**src/rtl/sem_pkg.sv**
```systemverilog
package sem_pkg;
  localparam int CTRL_W = 6;

  // Bit 0 is det_en ... bit 5 is edge_fall (packed MSB first)
  typedef struct packed {
    logic edge_fall;
    logic rst_mode;
    logic filt_off;
    logic evt_en;
    logic mon_en;
    logic det_en;
  } sem_ctrl_t;
endpackage

```
**src/rtl/sem_ctrl_regs.sv**
```systemverilog
module sem_ctrl_regs
  import sem_pkg::*;
(
  input  logic              clk,
  input  logic              rst_n,
  input  logic              ctrl_we,
  input  logic [CTRL_W-1:0] ctrl_wdata,
  output sem_ctrl_t         ctrl_q
);
  always_ff @(posedge clk or negedge rst_n) begin
    if (!rst_n)       ctrl_q <= '0;
    else if (ctrl_we) ctrl_q <= sem_ctrl_t'(ctrl_wdata);
  end

  // the register changes only on a write
  a_r11_ctrl_hold: assert property (@(posedge clk) disable iff (!rst_n)
    !ctrl_we |=> $stable(ctrl_q));
endmodule

```
**src/rtl/sem_noise_filter.sv**
```systemverilog
module sem_noise_filter #(
  parameter int FILT_TAPS = 4
) (
  input  logic clk,
  input  logic rst_n,
  input  logic sample_tick,
  input  logic raw_in,
  output logic level_q
);
  localparam int CNT_W = (FILT_TAPS > 1) ? $clog2(FILT_TAPS) : 1;
  localparam logic [CNT_W-1:0] LAST = CNT_W'(FILT_TAPS - 1);

  logic [CNT_W-1:0] run_q;

  always_ff @(posedge clk or negedge rst_n) begin
    if (!rst_n) begin
      level_q <= 1'b1;
      run_q   <= '0;
    end else if (sample_tick) begin
      if (raw_in == level_q) begin
        run_q <= '0;
      end else if (run_q == LAST) begin
        level_q <= raw_in;
        run_q   <= '0;
      end else begin
        run_q <= run_q + 1'b1;
      end
    end
  end

  // no tick, no change of accepted level
  a_r10_hold_no_tick: assert property (@(posedge clk) disable iff (!rst_n)
    !sample_tick |=> $stable(level_q));
  // a new level is only ever the sampled one
  a_r10_accept_sampled: assert property (@(posedge clk) disable iff (!rst_n)
    !$stable(level_q) |-> ($past(sample_tick) && $past(raw_in) == level_q));
endmodule

```
**src/rtl/sem_edge_event.sv**
```systemverilog
module sem_edge_event
  import sem_pkg::*;
(
  input  logic      clk,
  input  logic      rst_n,
  input  sem_ctrl_t ctrl,
  input  logic      src_level,
  input  logic      sticky_clr,
  input  logic      rst_ack,
  output logic      stat_q,
  output logic      sticky_q,
  output logic      irq_q,
  output logic      rst_req_q
);
  logic stat_d, rise, fall, rst_eff, edge_ok, evt;

  always_comb begin
    stat_d  = (ctrl.det_en && ctrl.mon_en) ? src_level : 1'b1;
    rise    = !stat_q && stat_d;
    fall    = stat_q && !stat_d;
    rst_eff = ctrl.evt_en && ctrl.rst_mode;
    if (rst_eff)            edge_ok = fall;
    else if (!ctrl.filt_off) edge_ok = rise || fall;
    else if (ctrl.edge_fall) edge_ok = fall;
    else                    edge_ok = rise;
    evt = ctrl.det_en && edge_ok;
  end

  always_ff @(posedge clk or negedge rst_n) begin
    if (!rst_n) begin
      stat_q    <= 1'b1;
      sticky_q  <= 1'b0;
      irq_q     <= 1'b0;
      rst_req_q <= 1'b0;
    end else begin
      stat_q <= stat_d;
      if (evt)             sticky_q <= 1'b1;
      else if (sticky_clr) sticky_q <= 1'b0;
      irq_q <= evt && ctrl.evt_en && !ctrl.rst_mode;
      if (evt && rst_eff)  rst_req_q <= 1'b1;
      else if (rst_ack)    rst_req_q <= 1'b0;
    end
  end

  // status forced high while monitoring is off
  a_r2_status_idle_high: assert property (@(posedge clk) disable iff (!rst_n)
    !(ctrl.det_en && ctrl.mon_en) |=> stat_q);
  // sticky rises only with the detector enabled
  a_r4_sticky_needs_det: assert property (@(posedge clk) disable iff (!rst_n)
    $rose(sticky_q) |-> $past(ctrl.det_en));
  // no requests without the master enable
  a_r8_no_req_disabled: assert property (@(posedge clk) disable iff (!rst_n)
    !ctrl.evt_en |=> !irq_q);
  // irq comes with the sticky flag, for one cycle
  a_r9_irq_with_sticky: assert property (@(posedge clk) disable iff (!rst_n)
    irq_q |-> sticky_q);
  // reset request holds until acknowledged
  a_r9_rstreq_hold: assert property (@(posedge clk) disable iff (!rst_n)
    (rst_req_q && !rst_ack) |=> rst_req_q);
  // reset request only on a falling status
  a_r7_rstreq_on_fall: assert property (@(posedge clk) disable iff (!rst_n)
    $rose(rst_req_q) |-> ($past(stat_q) && !stat_q));
endmodule

```
**src/rtl/supply_event_ctrl.sv**
```systemverilog
module supply_event_ctrl
  import sem_pkg::*;
#(
  parameter int FILT_TAPS = 4
) (
  input  logic              clk,
  input  logic              rst_n,
  input  logic              cmp_above,
  input  logic              sample_tick,
  input  logic              ctrl_we,
  input  logic [CTRL_W-1:0] ctrl_wdata,
  output logic [CTRL_W-1:0] ctrl_rdata,
  input  logic              flag_we,
  input  logic              flag_wdata,
  input  logic              rst_ack,
  output logic              status,
  output logic              sticky,
  output logic              irq,
  output logic              rst_req
);
  sem_ctrl_t ctrl;
  logic      filt_level, src_level, sticky_clr;

  sem_ctrl_regs u_regs (
    .clk(clk), .rst_n(rst_n), .ctrl_we(ctrl_we),
    .ctrl_wdata(ctrl_wdata), .ctrl_q(ctrl)
  );

  sem_noise_filter #(.FILT_TAPS(FILT_TAPS)) u_filt (
    .clk(clk), .rst_n(rst_n), .sample_tick(sample_tick),
    .raw_in(cmp_above), .level_q(filt_level)
  );

  assign src_level  = ctrl.filt_off ? cmp_above : filt_level;
  assign sticky_clr = flag_we && !flag_wdata;
  assign ctrl_rdata = ctrl;

  sem_edge_event u_evt (
    .clk(clk), .rst_n(rst_n), .ctrl(ctrl), .src_level(src_level),
    .sticky_clr(sticky_clr), .rst_ack(rst_ack),
    .stat_q(status), .sticky_q(sticky), .irq_q(irq), .rst_req_q(rst_req)
  );

  // only a zero write clears the sticky flag
  a_r3_clear_only_by_zero: assert property (@(posedge clk) disable iff (!rst_n)
    $fell(sticky) |-> ($past(flag_we) && !$past(flag_wdata)));
endmodule

```
**config.mk**
```make
export PLATFORM = sky130hd
export DESIGN_NAME = supply_event_ctrl
export DESIGN_NICKNAME = d
export VERILOG_FILES = /design/src/rtl/sem_pkg.sv /design/src/rtl/sem_ctrl_regs.sv /design/src/rtl/sem_noise_filter.sv /design/src/rtl/sem_edge_event.sv /design/src/rtl/supply_event_ctrl.sv
export SDC_FILE = /design/constraint.sdc
export NUM_CORES = 1
export LEC_CHECK = 0
export ABC_AREA = 1
export ABC_CLOCK_PERIOD_IN_PS = 2370
export BUFFER_PORTS_ARGS = -buffer_cell sky130_fd_sc_hd__buf_2
export CORE_MARGIN = 1.5
export CORE_UTILIZATION = 35
export CTS_BUF_LIST = sky130_fd_sc_hd__clkbuf_4
export DETAILED_ROUTE_END_ITERATION = 10
export GPL_ROUTABILITY_DRIVEN = 0
export PLACE_DENSITY = 0.59
export SETUP_SLACK_MARGIN = 0.15
export SLEW_MARGIN = 20
export SYNTH_ARGS = -nofsm -noshare
export SYNTH_HDL_FRONTEND = slang
export SYNTH_SLANG_ARGS = --single-unit
```
**constraint.sdc**
```tcl
create_clock -name clk -period 2.37 [get_ports clk]
set_clock_uncertainty 0.2 [all_clocks]
set_input_delay 0.1185 -clock clk [delete_from_list [all_inputs] [get_ports clk]]
set_output_delay 0.1185 -clock clk [all_outputs]
set_load 0.01 [all_outputs]
```
# Yosys cells after proc, flatten, opt, wreduce, memory -nomap -nowiden
# Index checks and enable logic that the tools add are counted.
dict set report totals {
  register_bits 13
  latch_bits 0
  ramBits 0
  mem_bits_ro 0
  mem_count 0
  input_bits 14
}
dict set report classes {
  n_mux 11
  n_mul 0
  n_addsub 1
  n_lt_le_gt_ge 0
  eq_ne 2
  n_reduce_logical 17
  shifts 0
  bitwise_logic 1
  div_mod_pow 0
}
# cell count
set ops {}
lappend ops {{$logic_and A1 B1 Y1} 9}
lappend ops {{$mux W1} 9}
lappend ops {{$logic_not A1 Y1} 4}
lappend ops {{$mux W2} 2}
lappend ops {{$reduce_bool A2 Y1} 2}
lappend ops {{$reduce_and A3 Y1} 1}
lappend ops {{$add A2 B1 Y2 const B} 1}
lappend ops {{$eq A2 B2 Y1 const B} 1}
lappend ops {{$eq A1 B1 Y1} 1}
lappend ops {{$logic_or A1 B1 Y1} 1}
lappend ops {{$not A1 Y1} 1}

# Longest topological paths before layout
# Gate-level depths: netlist of the first run.
dict set report depth {
  ltp_word 10
  ltp_mapped 9
  depth_no_buf 9
}

# Hierarchy
# From an unflattened synthesis of the first run, not the netlist that was laid out.
dict set report unflattened {
  cells_unflattened 87
  hier_area_um2 661.9
}
# mod cells_per_inst area_per_inst_um2 n_inst seq_area_each_um2
set modules_own_cells {}
lappend modules_own_cells {sem_edge_event 31 249.0 1 101.3}
lappend modules_own_cells {sem_ctrl_regs 25 221.5 1 150.1}
lappend modules_own_cells {sem_noise_filter 25 168.9 1 76.3}
lappend modules_own_cells {supply_event_ctrl 6 22.5 1 0.0}

# Worst setup path after synthesis of the first run
# No wires, ideal clock.
dict set report synth_path {
  kind {register to register}
  start {register u_filt.level_q}
  end {register u_evt.sticky_q}
  t_arrival_ps 1174
  period_less_slack_ps 1493
  stages_incl_launch_ff 9
  path_slack_ps 877
  required_ps 2051
  path_cell_list {dfstp_2 > nand2_1 > nand4_1 > inv_1 > ha_1 > nand2_1 > nand3_1 > nand3_1 > nand2_1}
}
dict set report synth_between {
  elab_chain_len 9
  word_cells_on_any_way 12
  classes_between {6 x mux; 6 x reduce/logical}
}
# element line
set synth_rtl {}
lappend synth_rtl {{start, declared} sem_noise_filter.sv:8} ;# output logic level_q
lappend synth_rtl {{start signal, assigned} sem_noise_filter.sv:23} ;# level_q <= raw_in;
lappend synth_rtl {{$mux W1 (*)} supply_event_ctrl.sv:34} ;# assign src_level = ctrl.filt_off ? cmp_above : filt_level;
lappend synth_rtl {{$mux W1 (*)} sem_edge_event.sv:18} ;# stat_d = (ctrl.det_en && ctrl.mon_en) ? src_level : 1'b1;
lappend synth_rtl {{via u_evt.stat_d} sem_edge_event.sv:15} ;# logic stat_d, rise, fall, rst_eff, edge_ok, evt;
lappend synth_rtl {{$logic_not A1 Y1} sem_edge_event.sv:20} ;# fall = stat_q && !stat_d;
lappend synth_rtl {{$logic_and A1 B1 Y1} sem_edge_event.sv:20}
lappend synth_rtl {{$mux W1 or $logic_or A1 B1 Y1 (tied branches)} {sem_edge_event.sv:24, sem_edge_event.sv:23}}
lappend synth_rtl {{$mux W1} sem_edge_event.sv:23} ;# else if (!ctrl.filt_off) edge_ok = rise || fall;
lappend synth_rtl {{$mux W1 (*)} sem_edge_event.sv:22} ;# if (rst_eff) edge_ok = fall;
lappend synth_rtl {{$logic_and A1 B1 Y1 (*)} sem_edge_event.sv:26} ;# evt = ctrl.det_en && edge_ok;
lappend synth_rtl {{$mux W1 or $reduce_bool A2 Y1 (tied branches)} --}
lappend synth_rtl {{end signal, assigned} sem_edge_event.sv:32} ;# sticky_q <= 1'b0;
lappend synth_rtl {{end signal, assigned} sem_edge_event.sv:37} ;# if (evt) sticky_q <= 1'b1;
lappend synth_rtl {{end signal, assigned} sem_edge_event.sv:38} ;# else if (sticky_clr) sticky_q <= 1'b0;
lappend synth_rtl {{end, declared} sem_edge_event.sv:11} ;# output logic sticky_q,
# The timed path passes the listed nets; every way through them passes the cells marked *.
# A chain may end at the register's enable or synchronous reset.

==> results of run 1 <==
[cell usage after synthesis]
master	n	area share (%)
buf_6	1	1.9
dfrtp_1	11	46
dfstp_2	2	8.7
ha_1	3	6.2
inv_1	10	6.2
mux2_2	2	3.7
nand2_1	22	14
nand3_1	3	2.5
nand4_1	2	2.1
nor2_1	5	3.1
o21ai_0	6	5.0
xnor2_1	1	1.4
[repair_timing]
| action | 4_1_cts | 5_1_grt |
|---|---|---|
| hold endpoints to repair | 25 | 0 |
| hold buffers | 20 | 0 |
| resized for setup | 0 | 0 |
[cells by family (layout without fill, tap and decap cells)]
logic type | count (synthesis) | count (layout) | synth area share, %
and+or+nand+nor | 32 | 32 | 21.3
DFF | 13 | 13 | 54.2
buffers and inverters | 11 | 57 | 8.08
AOI/OAI and AO/OA | 6 | 6 | 4.97
adders and majority gates | 3 | 3 | 6.21
muxes | 2 | 2 | 3.73
xor gates and xnor gates | 1 | 1 | 1.45
[flip-flops by register name, summed over array words and instances (netlist names)]
name and count:
u_evt.sticky_q 1, u_filt.level_q 1, u_filt.run_q 2, u_regs.ctrl_q 6
u_evt.rst_req_q 1, u_evt.irq_q 1, u_evt.stat_q 1
[layer usage]
layer | wire, um | GRT usage (%)
met1 | 589 | 18.5
met2 | 726 | 33.3
met3 | 74 | 7.35
met4 | 24 | 9.09
met5 | 0 | 0
[layout make-up]
| cell class | count | area, um2 |
|---|---|---|
| sequential | 13 | 328 |
| timing repair buffer | 43 | 315 |
| multi-input combinational | 44 | 228 |
| tap | 16 | 20.0 |
| clock buffer | 4 | 30.0 |
| inverter | 10 | 37.5 |
| fill | 151 | 601 |
[report_power, final]
part	internal (mW)	total, mW	switching [mW]
clock network	0.0768	0.147	0.0707
logic	0.0942	0.175	0.0805
registers	0.268	0.298	0.0296
[cells in the final DEF (no fill, tap or decap)]
cell | synthesis | final
o21ai_0 | 6 | 6
inv_1 | 10 | 10
xnor2_1 | 1 | 1
nand2_1 | 22 | 22
dlygate4sd3_1 | 0 | 20
dfrtp_1 | 11 | 11
ha_1 | 3 | 3
dfstp_2 | 2 | 2
buf_2 | 0 | 23
nand3_1 | 3 | 3
mux2_2 | 2 | 2
nand4_1 | 2 | 2
nor2_1 | 5 | 5
clkbuf_4 | 0 | 4
[worst max-delay path by stage]
stage	from	to	slack [ps]	cells after the start
2_1_floorplan	u_filt.level_q$_DFFE_PN1P_	u_evt.sticky_q$_DFFE_PN0P_	880	8
3_3_place_gp	u_filt.level_q$_DFFE_PN1P_	u_evt.sticky_q$_DFFE_PN0P_	830	8
3_5_place_dp	u_filt.level_q$_DFFE_PN1P_	u_evt.sticky_q$_DFFE_PN0P_	800	8
4_1_cts	ctrl_wdata[5]	u_regs.ctrl_q[5]$_DFFE_PN0P_	380	6
5_1_grt	ctrl_wdata[5]	u_regs.ctrl_q[5]$_DFFE_PN0P_	250	6
6_report	ctrl_wdata[4]	u_regs.ctrl_q[4]$_DFFE_PN0P_	320	6
[critical path: stages]
cell           delay, ps
dlygate4sd3_1        540
buf_2                130
nand2_1               50
dlygate4sd3_1        540
o21ai_0               80
dlygate4sd3_1        560
==> impl_metrics.xml, run 1 <==
<?xml version="1.0" encoding="UTF-8"?>
<metrics>
  <group name="clocking">
    <metric name="cts.htree.levels" unit="">1</metric>
    <metric name="post-cts-setup-buffers" unit="">0</metric>
    <metric name="cts_inserted_buffers" unit="">3</metric>
    <metric name="clock_tree.root_cell" unit="">clkbuf_4</metric>
    <metric name="worst_skew_pair.late_latency" unit="ps">280</metric>
    <metric name="clk_path_buf_depth" unit="">2</metric>
    <metric name="clk_pin_slew" unit="ps">80</metric>
    <metric name="cts.sinks" unit="">13</metric>
    <metric name="cts_tree" unit="">done</metric>
  </group>
  <group name="detailed_routing">
    <metric name="vias" unit="">611</metric>
    <metric name="dr.pass1.iters" unit="">7</metric>
    <metric name="postRouteAntennaNets" unit="">0</metric>
    <metric name="viasPerCell" unit="">4.70</metric>
    <metric name="drt-total-wl" unit="um">1420</metric>
    <metric name="detail_route.wl_per_cell" unit="um">10.9</metric>
    <metric name="drt-initial-drc-count" unit="">14</metric>
    <metric name="drc_errors" unit="">3</metric>
  </group>
  <group name="timing">
    <metric name="setup_repair_after_global_routing_missed_its_margin" unit="">false</metric>
    <metric name="timing.max_slew.rel_slack" unit="%">80.5</metric>
    <metric name="setup_viol_count_final" unit="">0</metric>
    <metric name="post-route-worst-setup-slack" unit="ps">325</metric>
    <metric name="fin_crit" unit="ps">2050</metric>
    <metric name="report.final.hold_viol_count" unit="">0</metric>
    <metric name="fin_tns_setup" unit="ps">0</metric>
    <metric name="final_period_utilization" unit="%">86.3</metric>
    <metric name="slew_viol_final" unit="">0</metric>
    <metric name="slew_of_the_pin_with_the_lowest_slew_margin" unit="ps">293</metric>
    <metric name="fmax" unit="MHz">489</metric>
    <metric name="timing.hold.ws" unit="ps">16.6</metric>
  </group>
  <group name="final_layout">
    <metric name="final_layout_size_suffix_gt1_share" unit="%">27.2</metric>
    <metric name="insertedDiodeCount" unit="">0</metric>
    <metric name="area_delta_synth_final" unit="%">58.6</metric>
    <metric name="nets" unit="">132</metric>
    <metric name="post-route-util" unit="%">61.5</metric>
    <metric name="final_cells" unit="">130</metric>
    <metric name="final_cell_area" unit="um2">958</metric>
  </group>
  <group name="outcome">
    <metric name="run_status" unit="">complete, but fails checks</metric>
    <metric name="failed_checks" unit="">design-rule violations</metric>
  </group>
  <group name="floorplanning">
    <metric name="floorplan.die.height" unit="um">44.6</metric>
    <metric name="initial_utilization" unit="%">38.8</metric>
    <metric name="boundaryPins" unit="">24</metric>
    <metric name="die-area" unit="mm2">0.00199</metric>
    <metric name="placeableCoreArea" unit="mm2">0.00156</metric>
    <metric name="floorplan.die.width" unit="um">44.6</metric>
    <metric name="placementRows" unit="">14</metric>
  </group>
  <group name="power">
    <metric name="power.leakage" unit="nW">0.517</metric>
    <metric name="power_density" unit="mW/mm2">647</metric>
    <metric name="power" unit="mW">0.620</metric>
    <metric name="max-vdd-ir-drop" unit="mV">0.467</metric>
  </group>
  <group name="hold_path">
    <metric name="worst_hold_path.num_cells" unit="">6</metric>
    <metric name="hold_class" unit="">input port to flop</metric>
    <metric name="holdCritStartpoint" unit="">flag_we</metric>
    <metric name="worst_hold_endpoint" unit="">u_evt.sticky_q$_DFFE_PN0P_</metric>
  </group>
  <group name="grt">
    <metric name="grt_pass1_vias" unit="">607</metric>
    <metric name="grt_first_pass_wirelength" unit="um">2500</metric>
    <metric name="grt_util_all_layers" unit="%">18.6</metric>
    <metric name="pin_count_of_the_biggest_net_entering_global_routing" unit="">14</metric>
    <metric name="globalRoute.totalOverflow" unit="">0</metric>
    <metric name="antenna_found_initial" unit="">0</metric>
  </group>
  <group name="synthesis">
    <metric name="syn_area" unit="um2">604</metric>
    <metric name="syn_inst" unit="">68</metric>
    <metric name="synth_sequential_area_ratio" unit="%">54.2</metric>
    <metric name="synthesis.area_per_instance" unit="um2">8.89</metric>
    <metric name="yosys_warnings" unit="">0</metric>
    <metric name="net_count_of_the_mapped_netlist" unit="">85</metric>
    <metric name="synth-seq-cells" unit="">13</metric>
    <metric name="synth.distinct_cells" unit="">12</metric>
  </group>
  <group name="worst_setup_path">
    <metric name="worst_r2r_endpoint" unit="">u_filt.level_q$_DFFE_PN1P_</metric>
    <metric name="path_class" unit="">input port to flop</metric>
    <metric name="ff2ff_path_depth" unit="">5</metric>
    <metric name="cp_max_fo" unit="">1</metric>
    <metric name="critical_path.endpoint_type" unit="">flop</metric>
    <metric name="arrival_time_of_data_at_the_critical_path_endpoint" unit="ps">2010</metric>
    <metric name="timing.critical_path.from_type" unit="">input port</metric>
    <metric name="r2r-start" unit="">u_filt.run_q[0]$_DFFE_PN0P_</metric>
    <metric name="worst_ep_required_time" unit="ps">2340</metric>
    <metric name="r2r_setup_slack" unit="ps">750</metric>
  </group>
  <group name="placed_design">
    <metric name="post-place-ws" unit="ps">796</metric>
    <metric name="port-buffer-count" unit="">23</metric>
    <metric name="post-dp-hpwl" unit="um">867</metric>
    <metric name="dpl-instance-area" unit="um2">728</metric>
    <metric name="dpl.cell_count" unit="">106</metric>
  </group>
  <group name="job">
    <metric name="max_cap_violations" unit="">0</metric>
  </group>
</metrics>
Power figures use the tool's default switching activity.
==> run 2: changes to the inputs <==
- CORE_UTILIZATION: 35 -> 45
- PLACE_DENSITY: 0.59 -> 0.73
==> run 2 against run 1 <==
Net effect:
- the run now ends clean
- clock power shrank 3%
- fmax fell by 2.8%
- die area down 21%
- critical endpoint is now u_regs.ctrl_q[0]$_DFFE_PN0P_
==> impl_metrics.xml, run 2 (synthesized netlist as in run 1, its figures left out) <==
<?xml version="1.0" encoding="UTF-8"?>
<metrics>
  <group name="floorplanning">
    <metric name="initial_utilization" unit="%">47.6</metric>
    <metric name="placeableCoreArea" unit="mm2">0.00127</metric>
    <metric name="placementRows" unit="">13</metric>
    <metric name="floorplan.die.height" unit="um">39.6</metric>
    <metric name="die-area" unit="mm2">0.00157</metric>
    <metric name="floorplan.die.width" unit="um">39.6</metric>
    <metric name="boundaryPins" unit="">24</metric>
  </group>
  <group name="grt">
    <metric name="grt_util_all_layers" unit="%">22.9</metric>
    <metric name="pin_count_of_the_biggest_net_entering_global_routing" unit="">14</metric>
    <metric name="antenna_found_initial" unit="">0</metric>
    <metric name="grt_first_pass_wirelength" unit="um">2260</metric>
    <metric name="grt_pass1_vias" unit="">542</metric>
    <metric name="globalRoute.totalOverflow" unit="">0</metric>
  </group>
  <group name="power">
    <metric name="sw_frac_of_total" unit="%">29.2</metric>
    <metric name="power.leakage" unit="nW">0.509</metric>
    <metric name="p_switching" unit="mW">0.181</metric>
    <metric name="p_int" unit="mW">0.437</metric>
    <metric name="combPwrFrac" unit="%">28.0</metric>
    <metric name="max-vdd-ir-drop" unit="mV">0.555</metric>
    <metric name="power_density" unit="mW/mm2">659</metric>
    <metric name="power_frac_clock" unit="%">23.2</metric>
    <metric name="power.sequential.fraction" unit="%">48.8</metric>
  </group>
  <group name="final_layout">
    <metric name="area_delta_synth_final" unit="%">55.1</metric>
    <metric name="insertedDiodeCount" unit="">0</metric>
    <metric name="post-route-util" unit="%">73.9</metric>
    <metric name="fillers" unit="">101</metric>
    <metric name="most_frequent_cells_in_the_layout" unit="">buf_2 (23), nand2_1 (22), dlygate4sd3_1 (18)</metric>
    <metric name="most_flops_register" unit="">u_regs.ctrl_q</metric>
    <metric name="final_cell_area" unit="um2">937</metric>
    <metric name="final_layout_size_suffix_gt1_share" unit="%">27.7</metric>
    <metric name="commonest_non_fill_non_tap_cell_in_the_layout" unit="">buf_2</metric>
    <metric name="number_of_flip_flops_in_the_largest_register" unit="">6</metric>
    <metric name="biggestRegsByFlops" unit="">u_regs.ctrl_q: 6 flops, u_filt.run_q: 2 flops</metric>
    <metric name="nets" unit="">130</metric>
  </group>
  <group name="detailed_routing">
    <metric name="drt-initial-drc-count" unit="">5</metric>
    <metric name="dr.pass1.iters" unit="">4</metric>
    <metric name="vias" unit="">595</metric>
    <metric name="viasPerCell" unit="">4.69</metric>
    <metric name="drc_errors" unit="">0</metric>
    <metric name="postRouteAntennaNets" unit="">0</metric>
    <metric name="detail_route.wl_per_cell" unit="um">11.3</metric>
    <metric name="drt-total-wl" unit="um">1430</metric>
  </group>
  <group name="clocking">
    <metric name="post_cts_hold_buffer_count" unit="">18</metric>
    <metric name="post_cts.resized_instances" unit="">0</metric>
    <metric name="worst_skew_pair.late_latency" unit="ps">270</metric>
    <metric name="clock_tree.root_cell" unit="">clkbuf_4</metric>
    <metric name="post-cts-setup-buffers" unit="">0</metric>
    <metric name="cts.sinks" unit="">13</metric>
    <metric name="cts_inserted_buffers" unit="">3</metric>
    <metric name="clk_path_buf_depth" unit="">2</metric>
    <metric name="clk_pin_slew" unit="ps">70</metric>
    <metric name="cts_tree" unit="">done</metric>
    <metric name="cts.htree.levels" unit="">1</metric>
  </group>
  <group name="timing">
    <metric name="fmax" unit="MHz">475</metric>
    <metric name="timing.max_slew.rel_slack" unit="%">81.3</metric>
    <metric name="timing.hold.ws" unit="ps">17.1</metric>
    <metric name="setup_viol_count_final" unit="">0</metric>
    <metric name="post-route-worst-setup-slack" unit="ps">265</metric>
    <metric name="fin_crit" unit="ps">2100</metric>
    <metric name="report.final.hold_viol_count" unit="">0</metric>
    <metric name="slew_viol_final" unit="">0</metric>
    <metric name="final_period_utilization" unit="%">88.8</metric>
    <metric name="fin_tns_setup" unit="ps">0</metric>
    <metric name="setup_repair_after_global_routing_missed_its_margin" unit="">false</metric>
    <metric name="slew_of_the_pin_with_the_lowest_slew_margin" unit="ps">280</metric>
  </group>
  <group name="worst_setup_path">
    <metric name="cp_max_fo" unit="">1</metric>
    <metric name="r2r_setup_slack" unit="ps">760</metric>
    <metric name="r2r-start" unit="">u_filt.run_q[0]$_DFFE_PN0P_</metric>
    <metric name="path_class" unit="">input port to flop</metric>
    <metric name="arrival_time_of_data_at_the_critical_path_endpoint" unit="ps">2060</metric>
    <metric name="worst_ep_required_time" unit="ps">2320</metric>
    <metric name="timing.critical_path.from_type" unit="">input port</metric>
    <metric name="critical_path.endpoint_type" unit="">flop</metric>
    <metric name="crit_path_start" unit="">ctrl_wdata[0]</metric>
  </group>
  <group name="job">
    <metric name="max_cap_violations" unit="">0</metric>
  </group>
  <group name="hold_path">
    <metric name="holdCritStartpoint" unit="">ctrl_we</metric>
    <metric name="hold_class" unit="">input port to flop</metric>
  </group>
  <group name="placed_design">
    <metric name="dpl-instance-area" unit="um2">727</metric>
    <metric name="port-buffer-count" unit="">23</metric>
    <metric name="post-place-ws" unit="ps">790</metric>
    <metric name="post-dp-hpwl" unit="um">847</metric>
  </group>
  <group name="outcome">
    <metric name="run_status" unit="">completed</metric>
  </group>
</metrics>
## run 2: per-layer routing
layer | routed length (um) | GRT usage, %
met5 | 0 | 0
met4 | 21 | 12.9
met3 | 77 | 3.98
met2 | 738 | 39.8
met1 | 591 | 25.8
## run 2: area by class of cell
type	count	area [um2]	share of cell area, %
Sequential cell	13	328	35.0
Timing Repair Buffer	41	295	31.5
Tap cell	15	18.8	2.00
Inverter	10	37.5	4.01
Multi-Input combinational cell	44	228	24.3
Clock buffer	4	30.0	3.20
## run 2: critical path, cell delays in order
cell	delay, ps
dlygate4sd3_1	530
buf_2	120
nand2_1	70
dlygate4sd3_1	560
o21ai_0	80
dlygate4sd3_1	570
## run 2: power by group through the flow
stage               Clock (mW)  Sequential (mW)  Combinational (mW)
floorplan                    0            0.306              0.0798
global placement             0            0.302               0.130
detailed placement           0            0.305               0.134
CTS                      0.147            0.300               0.171
global route             0.162            0.306               0.202
finish                   0.143            0.301               0.173
## run 2: stage by stage
| stage | total power, mW | std cells |
|---|---|---|
| 6_report | 0.617 | 127 |
| 5_1_grt | 0.670 | 127 |
| 4_1_cts | 0.618 | 127 |
| 3_5_place_dp | 0.439 | 105 |
| 3_3_place_gp | 0.432 | 105 |
| 2_1_floorplan | 0.386 | 68 |
## run 2: final timing paths
| check | cells past startpoint | to |
|---|---|---|
| min in group asynchronous | 2 | u_evt.sticky_q$_DFFE_PN0P_ |
| worst min-delay path | 2 | u_regs.ctrl_q[5]$_DFFE_PN0P_ |
| worst max-delay path | 6 | u_regs.ctrl_q[0]$_DFFE_PN0P_ |
| max in group asynchronous | 2 | u_filt.level_q$_DFFE_PN1P_ |
| worst max register to register | 4 | u_filt.level_q$_DFFE_PN1P_ |
| worst min register to register | 2 | u_filt.run_q[1]$_DFFE_PN0P_ |
